## src/rtl/adc_rd_pkg.sv

```systemverilog
// Package: adc_rd_pkg
// Holds the default geometry shared by the readout sequencer modules.
// Assumes the read sequence plus one publish cycle fits in the low half.
package adc_rd_pkg;
    localparam int DEF_DIV = 25;   // system cycles per conversion period
    localparam int DEF_NCH = 8;    // converters on the shared bus
    localparam int DEF_DW  = 14;   // bus width in bits
endpackage

```

## src/rtl/adc_clk_div.sv

```systemverilog
// Module: adc_clk_div
// Free-running phase counter that produces the conversion clock.
// Assumes DIV >= 2; the clock is high for HI_CYC phases, then low.
module adc_clk_div #(
    parameter int DIV    = 25,
    parameter int HI_CYC = 12,
    parameter int PW     = 5
) (
    input  logic          clk,
    input  logic          rst_n,
    output logic [PW-1:0] phase_o,
    output logic [PW-1:0] phase_nxt_o,
    output logic          smp_clk_o
);
    localparam logic [PW-1:0] LAST = PW'(DIV - 1);
    localparam logic [PW-1:0] HI_P = PW'(HI_CYC);

    logic [PW-1:0] phase_q;
    logic          smp_q;

    // Next phase: wraps from the last phase back to zero.
    always_comb begin
        phase_nxt_o = (phase_q == LAST) ? '0 : phase_q + 1'b1;
    end

    // Phase counter and registered clock level.
    always_ff @(posedge clk) begin
        if (!rst_n) begin
            phase_q <= '0;
            smp_q   <= 1'b1;
        end else begin
            phase_q <= phase_nxt_o;
            smp_q   <= (phase_nxt_o < HI_P);
        end
    end

    assign phase_o   = phase_q;
    assign smp_clk_o = smp_q;

    // After the final phase, the clock must be high again (period restart).
    assert_period_wrap_R1: assert property (@(posedge clk) disable iff (!rst_n)
        (phase_q == LAST) |=> (smp_clk_o && phase_o == '0));
endmodule

```

## src/rtl/adc_oe_seq.sv

```systemverilog
// Module: adc_oe_seq
// Issues the one-hot, active-low bus grants and the capture strobes.
// Assumes START+NCH < DIV so the whole sequence fits in one period.
module adc_oe_seq #(
    parameter int NCH   = 8,
    parameter int PW    = 5,
    parameter int START = 12
) (
    input  logic           clk,
    input  logic           rst_n,
    input  logic           en_i,
    input  logic [PW-1:0]  phase_i,
    input  logic [PW-1:0]  phase_nxt_i,
    output logic [NCH-1:0] oe_n_o,
    output logic [NCH-1:0] cap_o,
    output logic           done_o
);
    localparam logic [PW-1:0] START_P = PW'(START);

    logic           good_q;
    logic           good_d;
    logic [NCH-1:0] oe_n_q;

    // Frame health: re-armed at sequence start, cleared by any enable drop.
    always_comb begin
        good_d = (phase_nxt_i == START_P) ? en_i : (good_q & en_i);
    end

    // Frame-health register.
    always_ff @(posedge clk) begin
        if (!rst_n) good_q <= 1'b0;
        else        good_q <= good_d;
    end

    genvar k;
    generate
        for (k = 0; k < NCH; k++) begin : g_ch
            // Registered grant for channel k, low only in its own phase.
            always_ff @(posedge clk) begin
                if (!rst_n) oe_n_q[k] <= 1'b1;
                else        oe_n_q[k] <= ~(good_d && (phase_nxt_i == PW'(START + k)));
            end
            // Capture strobe one cycle after channel k's grant.
            assign cap_o[k] = good_q && (phase_i == PW'(START + k + 1));
        end
    endgenerate

    assign oe_n_o = oe_n_q;
    assign done_o = cap_o[NCH-1] & en_i;

    assert_oe_onehot_R2: assert property (@(posedge clk) disable iff (!rst_n)
        $onehot0(~oe_n_o));
    assert_disable_idle_R8: assert property (@(posedge clk) disable iff (!rst_n)
        !en_i |=> (&oe_n_o));
endmodule

```

## src/rtl/adc_frame_cap.sv

```systemverilog
// Module: adc_frame_cap
// Collects one bus word per capture strobe and publishes the frame.
// Assumes strobes are one-hot and that done coincides with the last strobe.
module adc_frame_cap #(
    parameter int NCH = 8,
    parameter int DW  = 14
) (
    input  logic              clk,
    input  logic              rst_n,
    input  logic [DW-1:0]     bus_i,
    input  logic [NCH-1:0]    cap_i,
    input  logic              done_i,
    output logic [NCH*DW-1:0] frame_o,
    output logic              valid_o
);
    logic [DW-1:0]     shadow_q [NCH-1];
    logic [NCH*DW-1:0] frame_q;
    logic              valid_q;

    genvar k;
    generate
        for (k = 0; k < NCH - 1; k++) begin : g_shadow
            // Holds channel k's word until the frame is published.
            always_ff @(posedge clk) begin
                if (!rst_n)        shadow_q[k] <= '0;
                else if (cap_i[k]) shadow_q[k] <= bus_i;
            end
            // Published copy of channel k.
            always_ff @(posedge clk) begin
                if (!rst_n)      frame_q[k*DW +: DW] <= '0;
                else if (done_i) frame_q[k*DW +: DW] <= shadow_q[k];
            end
        end
    endgenerate

    // Last channel goes straight from the bus to the published frame.
    always_ff @(posedge clk) begin
        if (!rst_n)      frame_q[(NCH-1)*DW +: DW] <= '0;
        else if (done_i) frame_q[(NCH-1)*DW +: DW] <= bus_i;
    end

    // One-cycle publish pulse.
    always_ff @(posedge clk) begin
        if (!rst_n) valid_q <= 1'b0;
        else        valid_q <= done_i;
    end

    assign frame_o = frame_q;
    assign valid_o = valid_q;

    assert_frame_hold_R6: assert property (@(posedge clk) disable iff (!rst_n)
        !valid_o |-> $stable(frame_o));
endmodule

```

## src/rtl/adc_bank_reader.sv

```systemverilog
// Module: adc_bank_reader
// Top: divides the clock, sequences grants on the shared bus, builds frames.
// Assumes DIV/2 + NCH + 1 < DIV so publishing happens within the period.
module adc_bank_reader #(
    parameter int DIV = adc_rd_pkg::DEF_DIV,
    parameter int NCH = adc_rd_pkg::DEF_NCH,
    parameter int DW  = adc_rd_pkg::DEF_DW
) (
    input  logic              clk,
    input  logic              rst_n,
    input  logic              en_i,
    input  logic [DW-1:0]     adc_bus_i,
    output logic              smp_clk_o,
    output logic [NCH-1:0]    adc_oe_n_o,
    output logic              frame_valid_o,
    output logic [NCH*DW-1:0] frame_o
);
    localparam int HI_CYC = DIV / 2;
    localparam int PW     = $clog2(DIV);

    logic [PW-1:0]  phase;
    logic [PW-1:0]  phase_nxt;
    logic [NCH-1:0] cap;
    logic           done;

    adc_clk_div #(.DIV(DIV), .HI_CYC(HI_CYC), .PW(PW)) u_div (
        .clk         (clk),
        .rst_n       (rst_n),
        .phase_o     (phase),
        .phase_nxt_o (phase_nxt),
        .smp_clk_o   (smp_clk_o)
    );

    adc_oe_seq #(.NCH(NCH), .PW(PW), .START(HI_CYC)) u_seq (
        .clk         (clk),
        .rst_n       (rst_n),
        .en_i        (en_i),
        .phase_i     (phase),
        .phase_nxt_i (phase_nxt),
        .oe_n_o      (adc_oe_n_o),
        .cap_o       (cap),
        .done_o      (done)
    );

    adc_frame_cap #(.NCH(NCH), .DW(DW)) u_cap (
        .clk     (clk),
        .rst_n   (rst_n),
        .bus_i   (adc_bus_i),
        .cap_i   (cap),
        .done_i  (done),
        .frame_o (frame_o),
        .valid_o (frame_valid_o)
    );

    assert_grant_in_low_R3: assert property (@(posedge clk) disable iff (!rst_n)
        !(&adc_oe_n_o) |-> !smp_clk_o);
    assert_valid_pulse_R5: assert property (@(posedge clk) disable iff (!rst_n)
        frame_valid_o |=> !frame_valid_o);
endmodule

```

## config.mk

```make
export PLATFORM = sky130hd
export DESIGN_NAME = adc_bank_reader
export DESIGN_NICKNAME = d
export VERILOG_FILES = /design/src/rtl/adc_rd_pkg.sv /design/src/rtl/adc_clk_div.sv /design/src/rtl/adc_oe_seq.sv /design/src/rtl/adc_frame_cap.sv /design/src/rtl/adc_bank_reader.sv
export SDC_FILE = /design/constraint.sdc
export NUM_CORES = 1
export LEC_CHECK = 0
export BUFFER_PORTS_ARGS = -buffer_cell sky130_fd_sc_hd__buf_2
export CAP_MARGIN = 20
export CORE_MARGIN = 2
export CORE_UTILIZATION = 32
export CTS_BUF_LIST = sky130_fd_sc_hd__clkbuf_16
export CTS_CLUSTER_DIAMETER = 80
export CTS_CLUSTER_SIZE = 10
export DETAILED_ROUTE_END_ITERATION = 10
export REMOVE_ABC_BUFFERS = 1
export SYNTH_ARGS = -nofsm -noshare
export SYNTH_HDL_FRONTEND = slang
export SYNTH_SLANG_ARGS = --single-unit
```

## constraint.sdc

```tcl
create_clock -name clk -period 2.6 [get_ports clk]
set_input_delay 0.13 -clock clk [delete_from_list [all_inputs] [get_ports clk]]
set_output_delay 0.13 -clock clk [all_outputs]
set_load 0.05 [all_outputs]
```

-- Word-level counts from Yosys, hierarchy flattened
Memories as Yosys holds them, arrays and structs flattened. A register that Yosys moved wholly into a read port is not among the register bits.
Index checks and enable logic that the tools add are counted.
- $add $sub $neg: 1
- order comparisons: 1
- equal/unequal tests: 17
- mux-type cells: 31
- bitwise gates (word level): 17
- reduce and logical (&&, ||, !) cells: 23
- operators by type and width (operator ; number):
    2-to-1 mux 14 bit ; 7
    == test 5 bit, second input constant ; 10
    == test 5 x 4 -> 1 bit, second input constant ; 7
    2-to-1 mux 1 bit ; 23
    logical AND 1 bit ; 16
    NOT 1 bit ; 8
    zero test 1 bit ; 7
    bitwise OR 1 bit ; 7
    adder 5 x 1 -> 5 bit, second input constant ; 1
    less-than comparator 5 x 4 -> 1 bit, second input constant ; 1
    2-to-1 mux 5 bit ; 1
    AND 1 bit ; 2
- flip-flop bits (word level): 30
- RAM bits: 98
- bits of input ports: 17
- output and inout port bits: 122
- word-level logic and storage cells: 104
- memories: 1
- memory list (memory ; words ; bits a word ; rd ports ; clocked after memory_dff ; write ports ; line ; text):
    u_cap.shadow_q ; 7 ; 14 ; 7 ; 7 ; 7 ; adc_frame_cap.sv:16 ; logic [DW-1:0] shadow_q [NCH-1];

-- Logic depth before layout (Yosys ltp)
- depth after elaboration: 6
- depth in mapped cells: 8
- mapped depth without buffers: 6

-- By module
A second synthesis with hierarchy kept.
- cell total of the unflattened synthesis: 653
- area, all modules: 8678.3 µm²
- modules (own cells, without submodules) (module ; times used ; cells an instance ; area an instance (µm²) ; seq. area each (µm²)):
    adc_frame_cap ; 1 ; 585 ; 8021.4 ; 5205.0
    adc_oe_seq ; 1 ; 40 ; 366.6 ; 180.2
    adc_clk_div ; 1 ; 28 ; 290.3 ; 120.1

-- Least setup slack after synthesis
OpenSTA, ideal clock, no wires.
- path type: register -> register
- from: register u_div.phase_q[0], in the netlist u_div.phase_o[0]
- to: memory u_cap.shadow_q[0][0], enable pin
- setup time: 0.404 ns
- data arrival time: 1.770 ns
- required time: 2.196 ns
- setup slack: 0.426 ns
- stages on the path, launching flop included: 4
- buffers on the path: 0
- period minus slack after synthesis: 2.174 ns
- cell sequence: dfxtp_1 -> ha_1 -> nand2_1 -> o21ai_0
- RTL lines (what ; line ; text):
    start, declared ; adc_clk_div.sv:18 ; logic [PW-1:0] phase_q;
    start signal, assigned ; adc_clk_div.sv:32 ; phase_q <= phase_nxt_o;
    end, declared ; adc_frame_cap.sv:16 ;

-- Final worst setup path
- from: register u_div.phase_q[0], in the netlist u_div.phase_o[0]
- to: register u_seq.oe_n_q[5], in the netlist u_seq.oe_n_o[5]
- word-level cells in the longest chain between the ends: 6
- elaborated cells on any way between the ends: 8
- classes of those cells: add/sub (1); eq/ne (3); mux (2); bitwise (1); reduce/logical (1)
- ends and longest elaborated chain (what ; line ; text):
    adder 5 x 1 -> 5 bit / == test 5 bit (equally long branches) ; adc_clk_div.sv:23 ; phase_nxt_o = (phase_q == LAST) ? '0 : phase_q + 1'b1;
    2-to-1 mux 5 bit (*) ; adc_clk_div.sv:23 ;
    == test 5 x 4 -> 1 bit ; adc_oe_seq.sv:26 ; good_d = (phase_nxt_i == START_P) ? en_i : (good_q & en_i);
    2-to-1 mux 1 bit ; adc_oe_seq.sv:26 ;
    logical AND 1 bit (*) ; adc_oe_seq.sv:41 ; else oe_n_q[k] <= ~(good_d && (phase_nxt_i == PW'(START + k)));
    NOT 1 bit (*) ; adc_oe_seq.sv:41 ;
    end signal, assigned by index ; adc_oe_seq.sv:41 ;
    end, declared ; adc_oe_seq.sv:22 ; logic [NCH-1:0] oe_n_q;
Every way passes the cells marked *; elsewhere a longest branch is shown, timed or not.
A chain may end at the register's enable or synchronous reset.

==> results by group <==
Outcome
  – Run status: finished clean

Clock tree
  – Maximum root-to-sink buffer count: 3
  – CTS tree: built
  – TritonCTS buffer count: 26
  – Clk_lat worst skew: 0.52 ns
  – Clock tree root buffer cell: sky130_fd_sc_hd__clkbuf_16
  – Number of clock sinks seen by CTS: 226
  – Buffers inserted during post-CTS setup optimization: 0
  – Clock transition time at the flip-flop clock pins of the worst setup and hold paths: 0.06 ns
  – H-Tree Depth: 1

Setup path
  – Worst Setup End Kind: flip-flop
  – Cell at the slowest stage of the critical path: sky130_fd_sc_hd__dfxtp_1
  – Data arrival time of the critical path: 2.67 ns
  – Cell chain of the critical path: ha_1, and3_1, ha_1, nand2b_1, nor4_2, or3b_1
  – Sum of buffers and inverters on the critical path: 0
  – Cell family with the largest share of critical-path delay: simple AND/OR/NAND/NOR gates
  – Crit path largest cell delay: 0.52 ns
  – Worst Path Required: 3.00 ns
  – Type of the worst setup path: flip-flop to flip-flop
  – Worst Path Max Fanout: 10
  – Critical Path Start Type: flip-flop
  – Dominant cell type by count on the critical path: sky130_fd_sc_hd__ha_1

Layout
  – Fin nets: 953
  – Fraction of final layout cells sized beyond drive strength 1: 0.203
  – P&R area growth vs syn: 21.4%

Die
  – Core outline area: 26700 um^2
  – Initial Util: 0.322
  – Die area: 28300 um^2
  – Die span in x: 168 um
  – Number of top-level design ports: 139
  – Standard-cell row count: 60
  – Die H: 168 um

STA
  – Final setup violating endpoints: 0
  – Final-layout setup total negative slack: 0 ns
  – Count of pins over their slew limit: 0
  – Post-route clock period utilization: 0.871
  – Clock skew: 0.0146 ns
  – RSZ-0062 raised after global routing: false
  – Least-Margin Pin Slew: 0.944 ns
  – Max-Slew Margin vs Limit: 0.368
  – Peak clock frequency supported by timing: 0.441 GHz
  – Post-layout worst setup margin: 0.334 ns
  – Final hold violation count: 0
  – Post-layout minimum cycle time: 2.27 ns

Detailed routing
  – Total vias in the final route: 6498
  – Number of DRC markers in iteration 0: 644
  – Antenna Nets Post-Route: 0
  – Routed Wire Length: 23900 um
  – Wire per inst: 18.5 um
  – First-pass iteration count of the detailed router: 5
  – Detailed-route DRC error count: 0
  – Routed via count divided by cell count: 5.03

Yosys
  – Register bit count reported by yosys: 226
  – Area share of the largest cell type after synthesis: 0.342
  – Post-synth design cell area: 8620 um^2
  – Count leader, synth: sky130_fd_sc_hd__dfxtp_1
  – Top area cells in the synthesized netlist: sky130_fd_sc_hd__edfxtp_1 (34%), sky130_fd_sc_hd__dfxtp_1 (30%), sky130_fd_sc_hd__and2_1 (7.3%)
  – Count of flip-flops with a built-in enable after synthesis: 98
  – Predominant post-synthesis flop cell: sky130_fd_sc_hd__dfxtp_1
  – Post-synth ARST share: 0
  – Number of cells produced by synthesis: 818
  – Number of unique standard cell types used by synthesis: 37
  – Post-Synthesis Mean Instance Area: 10.5 um^2
  – Cell type contributing the most total cell area after synthesis: sky130_fd_sc_hd__edfxtp_1
  – Count of warnings emitted by yosys: 0
  – Register area share after synthesis: 0.639
  – Most numerous cell types in the synthesized netlist: sky130_fd_sc_hd__dfxtp_1 (128), sky130_fd_sc_hd__nand3_1 (116), sky130_fd_sc_hd__o21ai_0 (114)

Power and ir drop
  – Leakage dissipation: 4.03 nW
  – PD cells: 692 nW/um^2
  – VDD IR max: 0.000412 V

GRT
  – Global-route wire length before repair: 36200 um
  – Antenna violations before repair: 0
  – Number of global-route vias before repair: 6203
  – Maximum number of pins on one net before global-route repair: 114
  – Overflow left after global routing: 0
  – Total routing usage reported by global routing: 0.164

Place
  – Placed wire-length estimate after detailed placement: 14100 um
  – Setup WS pre-CTS: 0.382 ns
  – Routability congestion estimate: 0.812
  – Buffers added on ports: 138

Min path
  – HP Class: input port to flip-flop

Job
  – Number of violations of the max-capacitance limit: 0
[state kept, by name, summed over array words and instances (netlist names)]
name	count
u_cap.valid_o	1
u_seq.oe_n_o	8
u_cap.frame_o	112
u_div.phase_o	5
u_cap.shadow_q	98
u_div.smp_clk_o	1
u_seq.good_q	1
[cell usage in the layout (no fill, tap or decap), drive strengths merged, types with 3 or more instances in the layout]
cell type / instances
dlygate4sd3: 3
nor3: 4
a21oi: 113
inv: 26
nand2b: 3
nor2: 6
dfxtp: 128
and3: 4
nand3: 116
nor4: 3
or3: 3
nand2: 17
clkbuf: 29
ha: 5
and2: 101
buf: 156
o21ai: 114
edfxtp: 98
[final timing paths]
path | start | endpoint | slack, ns | depth (start not counted)
worst max-delay path | u_div.phase_o[0] | u_seq.oe_n_o[5] | 0.33 | 6
worst min-delay path | adc_bus_i[0] | u_cap.frame_o[98] | 0.02 | 3
worst max register to register | u_div.phase_o[0] | u_seq.oe_n_o[5] | 0.33 | 6
worst min register to register | u_cap.frame_o[10] | u_cap.frame_o[10] | 0.47 | 2
[where the power goes]
part	switching (mW)	total (mW)	internal, mW	leakage, nW
Combinational	0.147	0.184	0.0370	1.54
Clock	1.37	3.28	1.91	0.452
Sequential	0.0243	3.78	3.75	2.04
Total	1.54	7.24	5.70	4.03
[stage by stage]
stage | instances | instance area, um^2 | util | power [mW] | hold WS (ns)
floorplan | 743 | 8320 | - | 3.91 | 0.204
global placement | 1240 | 9640 | 0.361 | 4.03 | 0.457
detailed placement | 1240 | 9640 | 0.361 | 4.03 | 0.464
CTS | 1291 | 10400 | 0.391 | 7.33 | 0.00270
global route | 1292 | 10500 | 0.391 | 7.47 | 0.0180
finish | 1293 | 10500 | 0.391 | 7.24 | 0.0153
[tightest hold or removal path, delay by kind of cell]
kind | cells | cell delay, ns
buffers and inverters | 1 | 0.19
and+or+nand+nor | 1 | 0.10
AOI/OAI and AO/OA | 1 | 0.06
[per-layer routing]
| layer | part of all wire | GRT usage |
|---|---|---|
| met3 | 0.055 | 0.0336 |
| met4 | 0.019 | 0.0412 |
| met1 | 0.48 | 0.234 |
| met5 | 0 | 0 |
| met2 | 0.45 | 0.255 |
[layout make-up]
class | instances | area (um^2)
Timing Repair Buffer | 160 | 913
Antenna cell | 1 | 2.50
Fill cell | 2702 | 16300
Inverter | 6 | 25.0
Multi-Input combinational cell | 511 | 2810
Tap cell | 341 | 427
Clock buffer | 28 | 701
Sequential cell | 226 | 5510
Clock inverter | 20 | 75.1
[kinds of logic after synthesis]
kind of cell	Yosys count	synth area share
and+or+nand+nor	270	0.176
AOI/OAI and AO/OA	235	0.139
DFF	226	0.639
buffers and inverters	81	0.0373
adders and majority gates	5	0.00726
xor gates and xnor gates	1	0.00102
[what timing repair did]
item | 4_1_cts | 5_1_grt
hold buffers | 3 | 0
resized for setup | 0 | 0
hold endpoints to repair | 3 | 0
Power figures use the tool's default switching activity.
